**src/rtl/arb_pkg.sv**
```systemverilog
package arb_pkg;
  // rank class bits placed above the counter: urgent, then page hit
  localparam int CLASS_W = 2;

  function automatic logic [CLASS_W-1:0] class_bits(input logic urg, input logic page);
    // lower value ranks stronger, so invert the qualifiers
    return {~urg, ~page};
  endfunction
endpackage

```
**src/rtl/aging_counter.sv**
```systemverilog
module aging_counter #(
  parameter int PRI_W = 10
) (
  input  logic             clk,
  input  logic             rst,
  input  logic             req,
  input  logic             won,
  input  logic             no_age,
  input  logic [PRI_W-1:0] pri,
  output logic [PRI_W-1:0] cnt
);
  localparam logic [PRI_W-1:0] WEAKEST = '1;

  always_ff @(posedge clk) begin
    if (rst) begin
      cnt <= WEAKEST;
    end else if (!req || won) begin
      cnt <= pri;
    end else if (!no_age && cnt != '0) begin
      cnt <= cnt - 1'b1;
    end
  end

  // reload on grant or idle
  a_r4_reload: assert property (@(posedge clk) disable iff (rst)
    (!req || won) |=> (cnt == $past(pri)));
  // decrement while waiting
  a_r5_age_down: assert property (@(posedge clk) disable iff (rst)
    (req && !won && !no_age && cnt != '0) |=> (cnt == $past(cnt) - 1'b1));
  // hold when aging off or saturated
  a_r5_hold: assert property (@(posedge clk) disable iff (rst)
    (req && !won && (no_age || cnt == '0)) |=> $stable(cnt));
endmodule

```
**src/rtl/arb_pick.sv**
```systemverilog
module arb_pick #(
  parameter int NUM_PORTS = 4,
  parameter int PRI_W     = 10,
  localparam int IDX_W    = (NUM_PORTS > 1) ? $clog2(NUM_PORTS) : 1
) (
  input  logic [NUM_PORTS-1:0]       req,
  input  logic [NUM_PORTS-1:0]       urg_eff,
  input  logic [NUM_PORTS-1:0]       page_eff,
  input  logic [NUM_PORTS*PRI_W-1:0] cnt_flat,
  output logic                       win_valid,
  output logic [IDX_W-1:0]           win_idx,
  output logic [NUM_PORTS-1:0]       win_onehot
);
  import arb_pkg::*;
  localparam int KEY_W = CLASS_W + PRI_W;

  logic [KEY_W-1:0] key [NUM_PORTS];

  for (genvar p = 0; p < NUM_PORTS; p++) begin : g_key
    assign key[p] = {class_bits(urg_eff[p], page_eff[p]), cnt_flat[p*PRI_W +: PRI_W]};
  end

  always_comb begin
    logic [KEY_W-1:0] best;
    best       = '1;
    win_valid  = 1'b0;
    win_idx    = '0;
    // strict compare keeps the lowest index on a tie
    for (int p = 0; p < NUM_PORTS; p++) begin
      if (req[p] && (!win_valid || key[p] < best)) begin
        best      = key[p];
        win_valid = 1'b1;
        win_idx   = IDX_W'(p);
      end
    end
    win_onehot = '0;
    if (win_valid) win_onehot[win_idx] = 1'b1;
  end
endmodule

```
**src/rtl/aging_rd_arbiter.sv**
```systemverilog
module aging_rd_arbiter #(
  parameter int NUM_PORTS = 4,
  parameter int PRI_W     = 10
) (
  input  logic                       clk,
  input  logic                       rst,
  input  logic [NUM_PORTS*PRI_W-1:0] cfg_pri_i,
  input  logic [NUM_PORTS-1:0]       cfg_no_age_i,
  input  logic [NUM_PORTS-1:0]       cfg_no_urg_i,
  input  logic [NUM_PORTS-1:0]       cfg_no_page_i,
  input  logic [NUM_PORTS-1:0]       cfg_hpr_i,
  input  logic [NUM_PORTS-1:0]       req_i,
  input  logic [NUM_PORTS-1:0]       urgent_i,
  input  logic [NUM_PORTS-1:0]       page_hit_i,
  output logic [NUM_PORTS-1:0]       grant_o,
  output logic                       grant_hpr_o
);
  localparam int IDX_W = (NUM_PORTS > 1) ? $clog2(NUM_PORTS) : 1;

  logic [NUM_PORTS*PRI_W-1:0] cnt_flat;
  logic [NUM_PORTS-1:0]       urg_eff, page_eff, win_onehot;
  logic                       win_valid;
  logic [IDX_W-1:0]           win_idx;

  assign urg_eff  = urgent_i   & ~cfg_no_urg_i;
  assign page_eff = page_hit_i & ~cfg_no_page_i;

  for (genvar p = 0; p < NUM_PORTS; p++) begin : g_port
    aging_counter #(.PRI_W(PRI_W)) u_cnt (
      .clk    (clk),
      .rst    (rst),
      .req    (req_i[p]),
      .won    (win_onehot[p]),
      .no_age (cfg_no_age_i[p]),
      .pri    (cfg_pri_i[p*PRI_W +: PRI_W]),
      .cnt    (cnt_flat[p*PRI_W +: PRI_W])
    );
  end

  arb_pick #(.NUM_PORTS(NUM_PORTS), .PRI_W(PRI_W)) u_pick (
    .req        (req_i),
    .urg_eff    (urg_eff),
    .page_eff   (page_eff),
    .cnt_flat   (cnt_flat),
    .win_valid  (win_valid),
    .win_idx    (win_idx),
    .win_onehot (win_onehot)
  );

  always_ff @(posedge clk) begin
    if (rst) begin
      grant_o     <= '0;
      grant_hpr_o <= 1'b0;
    end else begin
      grant_o     <= win_onehot;
      grant_hpr_o <= win_valid & cfg_hpr_i[win_idx];
    end
  end

  // at most one grant
  a_r2_onehot: assert property (@(posedge clk) disable iff (rst) $onehot0(grant_o));
  // grant only to a port that requested
  a_r2_only_req: assert property (@(posedge clk) disable iff (rst)
    1'b1 |=> ((grant_o & ~$past(req_i)) == '0));
  // any request yields a grant
  a_r2_served: assert property (@(posedge clk) disable iff (rst)
    (req_i != '0) |=> (grant_o != '0));
  // no flag without a grant
  a_r8_hpr_needs_grant: assert property (@(posedge clk) disable iff (rst)
    grant_hpr_o |-> (grant_o != '0));
  // an effective urgent request is never passed over for a non-urgent one
  a_r6_urgent_first: assert property (@(posedge clk) disable iff (rst)
    ((req_i & urg_eff) != '0) |=> ((grant_o & $past(urg_eff)) != '0));
endmodule

```
**config.mk**
```make
export PLATFORM = sky130hd
export DESIGN_NAME = aging_rd_arbiter
export DESIGN_NICKNAME = d
export VERILOG_FILES = /design/src/rtl/arb_pkg.sv /design/src/rtl/aging_counter.sv /design/src/rtl/arb_pick.sv /design/src/rtl/aging_rd_arbiter.sv
export SDC_FILE = /design/constraint.sdc
export NUM_CORES = 1
export LEC_CHECK = 0
export BUFFER_PORTS_ARGS = -buffer_cell sky130_fd_sc_hd__buf_2
export CAP_MARGIN = 20
export CORE_MARGIN = 4
export CORE_UTILIZATION = 50
export CTS_BUF_LIST = sky130_fd_sc_hd__clkbuf_16
export DETAILED_ROUTE_END_ITERATION = 12
export PLACE_DENSITY_LB_ADDON = 0.15
export SYNTH_ARGS = -nofsm -noshare
export SYNTH_HDL_FRONTEND = slang
export SYNTH_SLANG_ARGS = --single-unit
```
**constraint.sdc**
```tcl
create_clock -name clk -period 18.8 [get_ports clk]
set_clock_uncertainty 0.05 [all_clocks]
set_input_delay 2.82 -clock clk [delete_from_list [all_inputs] [get_ports clk]]
set_output_delay 2.82 -clock clk [all_outputs]
set_load 0.01 [all_outputs]
```
==> reports/qor.csv <==
metric,value,unit
"FFs w/ async S/R, synth",0,%
starting density of the core,51.9,%
Final Cycle Share,56.9,%
Tmin final,10700,ps
Sink Count,45,
first-pass GRT wire length,16600,um
Worst Hold Class,reg2reg,
Post-DRT Antenna Nets,0,
dpl hpwl,7670,um
CP endpoint kind,flop,
DR vias,3666,
WP data required,18910,ps
synthesized area,3780,sq um
total of max-cap violations,0,
RD Place Congestion,0.914,
post-synthesis sequential area ratio,23.8,%
Yosys reg bits,45,
pwr dens,78.8,nW/um^2
clock slew at reported path FFs,70,ps
Die X-Extent,95.0,um
"leading cell types in the layout, fill and taps excluded","74 x buf_2, 49 x nand2_1, 45 x dfxtp_1",
Synth Flop Type,dfxtp_1,
nets,645,
worst-path fanout max,26,
number of enable flip-flop cells after synthesis,0,
Crit Path Class,in2reg,
Final Setup Violations,0,
fin area,4370,sq um
launching element type of the critical path,primary input,
Routed Wire Length,9730,um
Syn Inst Count,476,
core area,7290,sq um
Iteration-0 DRC Markers,149,
"commonest non-fill, non-tap cell in the layout",buf_2,
Clk Tree Root Cell,clkbuf_16,
# hold bufs at CTS,0,
GRT Overall Usage,23.1,%
Total Power,0.344,mW
max-slew violation count,0,
"Hold Vio Cnt, Final",0,
Clock Latency Late Sink,290,ps
cts repair resizes,0,
outcome,"complete, no violations",
Die Span Y,95.0,um
IO Pins,75,
layout cells sized above 1,19.1,%
Port Buffers,74,
vias in the first global route,3432,
Site Rows,31,
TritonCTS clock tree,done,
n_diodes,0,
Avg Vias per Cell,5.74,
TritonRoute pass-1 iters,4,
synth warn,0,
Place WS,7900,ps
total DRC errors in the routed layout,0,
largest net degree at the start of global routing,27,
syn_nets,582,
Max Buffers Root-to-Sink,2,
Static Leak,1.79,nW
Post-Syn Area per Cell,7.95,sq um
CTS Buf Count,5,
dpl cell area,4220,sq um
Syn-to-layout area delta,15.5,%
Worst Max-Slew Pin Slew,892,ps
antenna violations before repair,0,
Peak VDD IR,0.0547,mV
"Remaining Overflow, GRT",0,
distinct cell type count after synthesis,61,
WL/cell,15.2,um
die area,9020,sq um
fmax,93.4,MHz
Rel. slew slack,40.4,%
post-CTS setup buffers,0,
setup TNS,0,ps
data arrival time of the worst path,10810,ps
htree depth,2,
setup ws final,8100,ps
RSZ-0062 raised after global routing,no,
## area by class of cell
class / count / area (sq um)
repair buffers: 76 / 405
clock inverters: 3 / 21.3
multi-input cells: 397 / 2740
inverters: 14 / 52.6
flip-flops and latches: 45 / 901
clock buffers: 5 / 125
fillers: 690 / 2920
well taps: 99 / 124
## per-stage QoR
step	instances	hold WS (ps)	util, %
global placement	630	565	57.5
CTS	639	576	59.9
global route	639	621	59.9
finish	639	578	59.9
floorplan	476	501	-
detailed placement	631	567	57.9
## Yosys cell counts (all sizes together) (4+ instances only)
cell / number / area (sq um)
a21oi: 27 / 135
or2: 5 / 31.3
nand2b: 8 / 50.1
dfxtp: 45 / 901
o21a: 13 / 97.6
o21ai: 43 / 215
a31oi: 17 / 113
mux2i: 12 / 120
xnor2: 18 / 158
xor2: 16 / 140
nor3: 42 / 210
nand2: 49 / 184
o2111ai: 4 / 35.0
nor3b: 7 / 52.6
clkbuf: 13 / 48.8
a211oi: 4 / 45.1
nand3: 10 / 50.1
and3: 5 / 31.3
buf: 7 / 41.3
inv: 14 / 52.6
nor2: 28 / 105
ha: 36 / 450
nor4: 5 / 31.3
## report_power, final
group / switching, mW / internal (mW) / leakage [nW]
combinational: 0.0758 / 0.0578 / 1.34
sequential: 0.0144 / 0.107 / 0.374
clock: 0.0401 / 0.0496 / 0.0702
total: 0.130 / 0.214 / 1.79
## worst paths after layout
path,from,endpoint,slack [ps],cells after the start
worst max-delay path,req_i[0],g_port[2].u_cnt.cnt[1],8100,26
worst min-delay path,g_port[2].u_cnt.cnt[5],g_port[2].u_cnt.cnt[5],580,2
worst max register to register,g_port[0].u_cnt.cnt[5],g_port[2].u_cnt.cnt[1],11000,25
worst min register to register,g_port[2].u_cnt.cnt[5],g_port[2].u_cnt.cnt[5],580,2
## state kept, by name, indices dropped and copies added, names as in the netlist
register          flops
g_port.u_cnt.cnt     40
grant_o               4
grant_hpr_o           1
## worst max-delay path, cell delays in order
cell,delay [ps]
buf_2,270
inv_1,360
nor3b_1,410
ha_1,220
nand4_1,200
a2111oi_2,540
o31ai_1,160
nand2_1,630
o21ai_0,330
ha_1,360
a21o_1,160
a221oi_1,360
o21ai_0,230
nor3_1,350
a31o_2,510
nand2_1,110
o21a_1,130
ha_1,280
a2111oi_1,740
nand3_1,140
o21ai_1,160
a31oi_1,120
nor4_1,300
o31a_1,600
mux2i_1,250
nand2_1,60
## routing by layer
layer / routed length (um) / GRT usage [%] / up-vias
li1: - / - / 1891
met1: 4870 / 33.7 / 1668
met2: 4150 / 35.5 / 98
met3: 600 / 3.43 / 9
met4: 106 / 5.65 / 0
met5: 0 / 0 / -
## kinds of logic after synthesis
family	after synthesis	synth area share, %
and+or+nand+nor	176	23.1
DFF	45	23.8
buffers and inverters	34	3.77
xor gates and xnor gates	34	7.87
AOI/OAI and AO/OA	137	25.7
muxes	14	3.77
adders and majority gates	36	11.9
Power figures use the tool's default switching activity.
